--- config.mk ---
export PLATFORM = sky130hd
export DESIGN_NAME = parity_framer
export DESIGN_NICKNAME = d
export VERILOG_FILES = /design/src/rtl/parity_framer.sv
export SDC_FILE = /design/constraint.sdc
export NUM_CORES = 1
export LEC_CHECK = 0
export ABC_AREA = 1
export BUFFER_PORTS_ARGS = -buffer_cell sky130_fd_sc_hd__buf_4
export CORE_MARGIN = 2
export CORE_UTILIZATION = 55
export CTS_CLUSTER_DIAMETER = 100
export DETAILED_ROUTE_END_ITERATION = 6
export PLACE_DENSITY = 0.91
export RECOVER_POWER = 100
export SLEW_MARGIN = 5
export SYNTH_ARGS = -nofsm -noshare
export SYNTH_HDL_FRONTEND = slang
export SYNTH_SLANG_ARGS = --single-unit
--- constraint.sdc ---
create_clock -name clk -period 8.29 [get_ports clk]
set_input_delay 0.4145 -clock clk [delete_from_list [all_inputs] [get_ports clk]]
set_output_delay 0.4145 -clock clk [all_outputs]
set_load 0.02 [all_outputs]
--- src/rtl/parity_framer.sv ---
module parity_framer #(
  parameter int GW = 6
) (
  input  logic              clk,
  input  logic              rst_n,
  input  logic              in_valid,
  input  logic [3*GW-1:0]   in_payload,
  output logic              out_valid,
  output logic [3*GW+1:0]   out_word,
  output logic              err_check
);
  localparam int PW = 3*GW;
  localparam int WW = PW + 2;
  localparam int CW = $clog2(GW+1);

  function automatic logic [CW-1:0] ones(input logic [GW-1:0] g);
    logic [CW-1:0] n;
    n = '0;
    for (int i = 0; i < GW; i++) n = n + CW'(g[i]);
    return n;
  endfunction

  function automatic logic odd_word(input logic [WW-1:0] w);
    return ^w;
  endfunction

  logic [GW-1:0] grp_a, grp_b, grp_c;
  logic          pay_odd, keep_p1, p1, p2;

  assign grp_a   = in_payload[PW-1:2*GW];
  assign grp_b   = in_payload[2*GW-1:GW];
  assign grp_c   = in_payload[GW-1:0];
  assign pay_odd = ^in_payload;
  assign keep_p1 = ones(grp_a) <= ones(grp_c);
  assign p1      = !pay_odd || keep_p1;
  assign p2      = !pay_odd || !keep_p1;

  always_ff @(posedge clk) begin
    if (!rst_n) begin
      out_valid <= 1'b0;
      out_word  <= '0;
    end else begin
      out_valid <= in_valid;
      if (in_valid) out_word <= {grp_a, p1, grp_b, p2, grp_c};
    end
  end

  assign err_check = out_valid && odd_word(out_word);
endmodule

==> reports/metrics.cfg, run 1 <==
[logic_synthesis]
synth_area_per_cell_um2=6.51
synth_largest_area_cell=dfxtp_1
syn_inst=253
synthesis.nets=287
synth_warnings=0
synth-seq-cells=21
yosys.cell_types.count=20
synth_top_area_share=0.255
ys_seq_area_frac=0.255
netlist_top_cells_area=dfxtp_1, nand2_1, fa_1
syn_area_um2=1650

[cells_and_area]
syn_to_final_growth_pct=16.7
final_nets=329
seq_area_um2=420
fin_util=0.686
num_antenna_cells=0
multi_input_area_um2=1080
design_area_um2=1920
fillers=261
drive_above_1_share=0.109

[detailed_routing]
wl_um=3580
wl_per_cell_um=11.0
drc_errors=4
ant_nets=0
vias=1670
met3_length_um=244
dr_wl_met2_um=1730
wl_met1_um=1580
highest_layer=met4
drtIter0Drc=78
first_pass_iters=7
routed_via_density=5.14

[clock_tree]
clk_latency_ns=0.30
ctsResizeCount=0
cts_buffers=3
hold_buffers=0
tritoncts=done
cts_num_sinks=21
clkTransAtPathRegs_ns=0.11
cts_setup_buffers=0
cts_root_buffer=clkbuf_4
h-tree-depth=1
clockBufferDepth=2

[sta]
fin_setup_tns_ns=0
finalSetupViolations=0
tightest_slew_ns=1.14
fin_crit_ns=2.90
drv_slew=0
slew_headroom=0.242
skew_ns=0
timing.fmax_mhz=345
finalHoldViolCount=0
worst_slack_ns=5.39
grt_setup_unrepaired=false
fin_crit_sh=0.349

[run_status]
outcome=finished, violations left
violations=DRC

[floorplanning]
die_w_um=58.7
rows=19
die-area_um2=3450
coreArea_um2=2810
die_h_um=58.7
io_pins=43
initial_core_util=0.587

[placed_design]
dp_slack_ns=5.12
port_buffers=42
dpl.hpwl_um=2890
gp_congestion=0.887
place_area_um2=1980

[critical_path]
crit_arrival_ns=3.14
start_kind=primary input
endpoint_kind=flip-flop
path_max_fanout=3
crit_required_ns=8.53
crit_type=in2reg

[grt]
antenna_found_initial=0
grt_pass1_wl_um=6500
grt_max_degree=32
grt_pass1_vias=1574
track_usage=0.240
grt_overflow=0

[worst_hold_path]
hp-class=in2reg

[power]
cellLeakagePower_uw=0.00104
ir_worst_vdd_v=0.0000959
p_per_area_nw_per_um2=163

[flow_run]
drv_cap=0

-- logic make-up after synthesis --
logic type,after synthesis,share of synthesized area
XOR/XNOR,22,0.121
flip-flops,21,0.255
adder cells (fa/ha/maj),13,0.126
buffers and inverters,38,0.0873
AND/OR/NAND/NOR,124,0.304
AO/OA/AOI/OAI,35,0.106
-- critical path: stages --
cell and delay (ns):
buf_4 0.12, fa_1 0.53, inv_1 0.05, fa_1 0.48, inv_1 0.04, ha_1 0.17, inv_1 0.06, fa_1 0.40
ha_1 0.30, nand2_1 0.05, o21ai_0 0.13, nand2_1 0.07, nor2_1 0.12, a21oi_1 0.06, o21ai_0 0.14
-- flip-flops by register name (all words and copies together), names as in the netlist --
signal / cells
out_word: 20
out_valid: 1
-- cells in the mapped netlist --
| master | count |
|---|---|
| nor2_1 | 20 |
| xor2_1 | 11 |
| nand2_2 | 3 |
| nand3_1 | 17 |
| o21ai_0 | 19 |
| o21ai_1 | 2 |
| buf_2 | 1 |
| clkinv_1 | 1 |
| clkbuf_1 | 3 |
| nand2_1 | 83 |
| xnor2_1 | 10 |
| inv_1 | 27 |
| dfxtp_1 | 21 |
| fa_1 | 6 |
| ha_1 | 7 |
| xnor2_2 | 1 |
| inv_2 | 5 |
| buf_1 | 1 |
| nand3_2 | 1 |
| a21oi_1 | 14 |
-- metal layers --
metal	track usage	vias to the layer above
met3	0.0330	2
met2	0.432	49
li1	-	872
met5	0	-
met1	0.301	747
met4	0.0617	0
-- where the power goes --
part	internal [µW]	leakage (µW)	switching [µW]	total, µW
clock	18.8	0.0000150	30.9	49.6
sequential	109	0.000175	10.0	120
combinational	56.8	0.000850	87.6	144
total	185	0.00104	128	314
-- final cells by class --
class | count | share of cell area
sequential | 21 | 0.219
tap | 31 | 0.0202
multi-input combinational | 194 | 0.562
inverter | 33 | 0.0644
timing repair buffer | 42 | 0.121
clock buffer | 4 | 0.0137
-- stage by stage --
stage               hold WS [ns]  power [µW]  std cells
global route               0.352         345        325
CTS                        0.348         326        325
detailed placement         0.549         274        321
finish                     0.363         314        325
global placement           0.546         270        321
floorplan                  0.527         230        253
-- path summary, 6_finish.rpt --
check,from,end,slack (ns),depth (start not counted)
max reg2reg,out_word[8]$_SDFFE_PN0P_,out_word[8]$_SDFFE_PN0P_,7.55,2
min,in_payload[11],out_word[12]$_SDFFE_PN0P_,0.36,3
min reg2reg,out_word[16]$_SDFFE_PN0P_,out_word[16]$_SDFFE_PN0P_,0.57,2
max,in_payload[0],out_word[6]$_SDFFE_PN0P_,5.39,15
-- cells in the final DEF, fill, tap and decap left out, types with 7 or more instances in the layout --
cell and n:
nand2_1 84, inv_1 27, clkbuf_1 23, o21ai_0 21, dfxtp_1 21, nor2_1 20
buf_4 20, nand3_1 17, a21oi_1 14, xor2_1 11, xnor2_1 10, ha_1 7
(Power assumes the default switching activity.)
==> inputs of run 2 (changes only) <==
CORE_UTILIZATION = 48   (was 55)
PLACE_DENSITY = 0.84   (was 0.91)
clock period = 2.4 ns   (was 8.29 ns; I/O delays follow)
==> reports/metrics.cfg, run 2 (synthesis results as in run 1) <==
[floorplanning]
initial_core_util=0.498  ; -0.0897
die-area_um2=3920  ; +14%
coreArea_um2=3310  ; +18%
io_pins=43  ; unchanged
die_w_um=62.6  ; +6.6%
die_h_um=62.6  ; +6.6%
rows=21  ; +2

[critical_path]
crit_type=in2reg
endpoint_kind=flip-flop
crit_required_ns=2.65  ; -5.88 ns
crit_arrival_ns=2.79  ; -0.35 ns
cpMostUsedCell=inv_1
crit_chain=buf_4 -> fa_1 -> inv_1 -> fa_1 -> inv_1 -> ha_1 -> inv_1 -> fa_1 -> inv_1 -> ha_1 -> nand2_1 -> o21ai_1 -> nand2_1 -> nor2_2 -> a21oi_1 -> o21ai_1
path_max_fanout=2  ; -1
slowest_stage=fa_1
slowest_delay_ns=0.53  ; about the same
start_kind=primary input

[sta]
fin_crit_ns=2.54
grt_setup_unrepaired=true
finalHoldViolCount=0  ; unchanged
timing.fmax_mhz=393
skew_ns=0  ; unchanged
hold_ws_ns=0.0555  ; -0.307 ns
tightest_slew_ns=0.310  ; -0.827 ns
slew_headroom=0.792  ; +0.550
drv_slew=0  ; unchanged
finalSetupViolations=2  ; +2
fin_crit_sh=1.06
worst_slack_ns=-0.142  ; -5.54 ns

[flow_run]
drv_cap=0  ; unchanged

[detailed_routing]
wl_per_cell_um=10.4  ; -5.4%
drc_errors=0  ; -4
wl_um=3590  ; +0.42%
first_pass_iters=4  ; -3
routed_via_density=4.94  ; -3.8%
ant_nets=0  ; unchanged
drtIter0Drc=55  ; -29%
vias=1705  ; +2.1%

[placed_design]
dp_slack_ns=-0.491  ; -5.61 ns
port_buffers=42  ; unchanged
place_area_um2=2040  ; +2.8%
dpl.hpwl_um=2950  ; +2.0%
gp_congestion=0.782  ; -12%

[clock_tree]
clockBufferDepth=2  ; unchanged
clk_latency_ns=0.30  ; about the same
cts_num_sinks=21  ; unchanged
cts_root_buffer=clkbuf_4
tritoncts=done
h-tree-depth=1  ; unchanged
clkTransAtPathRegs_ns=0.12  ; about the same
cts_buffers=3  ; unchanged
hold_buffers=0  ; unchanged
cts_setup_buffers=0  ; unchanged

[cells_and_area]
final_cell_mix=nand2_1, inv_1, buf_4
largest_register_ff_count=20  ; unchanged
reg.largest.list=out_word x20, out_valid x1
max_flop_register=out_word
syn_to_final_growth_pct=20.5
design_area_um2=1990  ; +3.3%
num_antenna_cells=0  ; unchanged
final_nets=334  ; +1.5%
final_common_cell=nand2_1
fillers=336  ; +29%
drive_above_1_share=0.134  ; +0.0249

[run_status]
outcome=finished, violations left
violations=setup timing

[power]
fin_total_pwr_uw=1100  ; +250%
p_per_area_nw_per_um2=553  ; +240%
ir_worst_vdd_v=0.000241  ; +150%
cellLeakagePower_uw=0.00107  ; +2.5%

[grt]
grt_pass1_wl_um=6270  ; -3.6%
grt_max_degree=32  ; unchanged
grt_overflow=0  ; unchanged
track_usage=0.192  ; -0.0484
antenna_found_initial=0  ; unchanged
grt_pass1_vias=1557  ; -1.1%

[worst_hold_path]
hp-class=in2reg

[run 2: cell count changes in the layout (fill, tap and decap cells not counted), sizes merged]
cell,before,now
clkinv,1,2
clkbuf,26,25
buf,20,25
[run 2: layout make-up]
class                   instances  area (µm²)  share of cell area
well taps                      46        57.6              0.0290
clock buffers                   3        22.5              0.0113
clock inverters                 1        5.00             0.00252
repair buffers                 47         270               0.136
flip-flops and latches         21         420               0.212
multi-input cells             194        1090               0.547
inverters                      33         124              0.0624
[run 2: what timing repair did]
item / 4_1_cts / 5_1_grt
cloned: 0 / 0
endpoints found under the setup margin: 2 / 2
gates resized for setup: 1 / 0
pin swaps: 2 / 1
[run 2: worst max-delay path, delay by kind of cell]
| kind | cells | cell delay [ns] |
|---|---|---|
| buffers and inverters | 5 | 0.32 |
| and+or+nand+nor | 3 | 0.22 |
| adders and majority gates | 5 | 1.85 |
| AOI/OAI and AO/OA | 3 | 0.28 |
[run 2: worst paths after layout]
kind / start / to / slack, ns / depth (start not counted)
setup reg to reg: out_word[12]$_SDFFE_PN0P_ / out_word[12]$_SDFFE_PN0P_ / 1.67 / 2
setup / recovery: in_payload[13] / out_word[6]$_SDFFE_PN0P_ / -0.14 / 16
hold / removal: in_payload[11] / out_word[12]$_SDFFE_PN0P_ / 0.06 / 3
hold reg to reg: out_word[7]$_SDFFE_PN0P_ / out_word[7]$_SDFFE_PN0P_ / 0.58 / 2
[run 2: metal layers]
metal / vias up / track usage / wire length [µm]
li1: 882 / - / -
met1: 787 / 0.226 / 1650
met2: 31 / 0.360 / 1790
met3: 5 / 0.0126 / 105
met4: 0 / 0.0750 / 52
met5: - / 0 / 0
[run 2: stage by stage]
step	utilization	cells	setup TNS [ns]
2_1_floorplan	-	253	-0.419
3_3_place_gp	0.616	341	-0.858
3_5_place_dp	0.616	341	-0.942
4_1_cts	0.625	345	-0.235
5_1_grt	0.600	345	-0.542
6_report	0.600	345	-0.224
[run 2: power breakdown]
| part | switching [µW] | internal, µW | total [µW] |
|---|---|---|---|
| Combinational | 309 | 204 | 513 |
| Sequential | 36.6 | 378 | 415 |
| Clock | 108 | 62.4 | 171 |
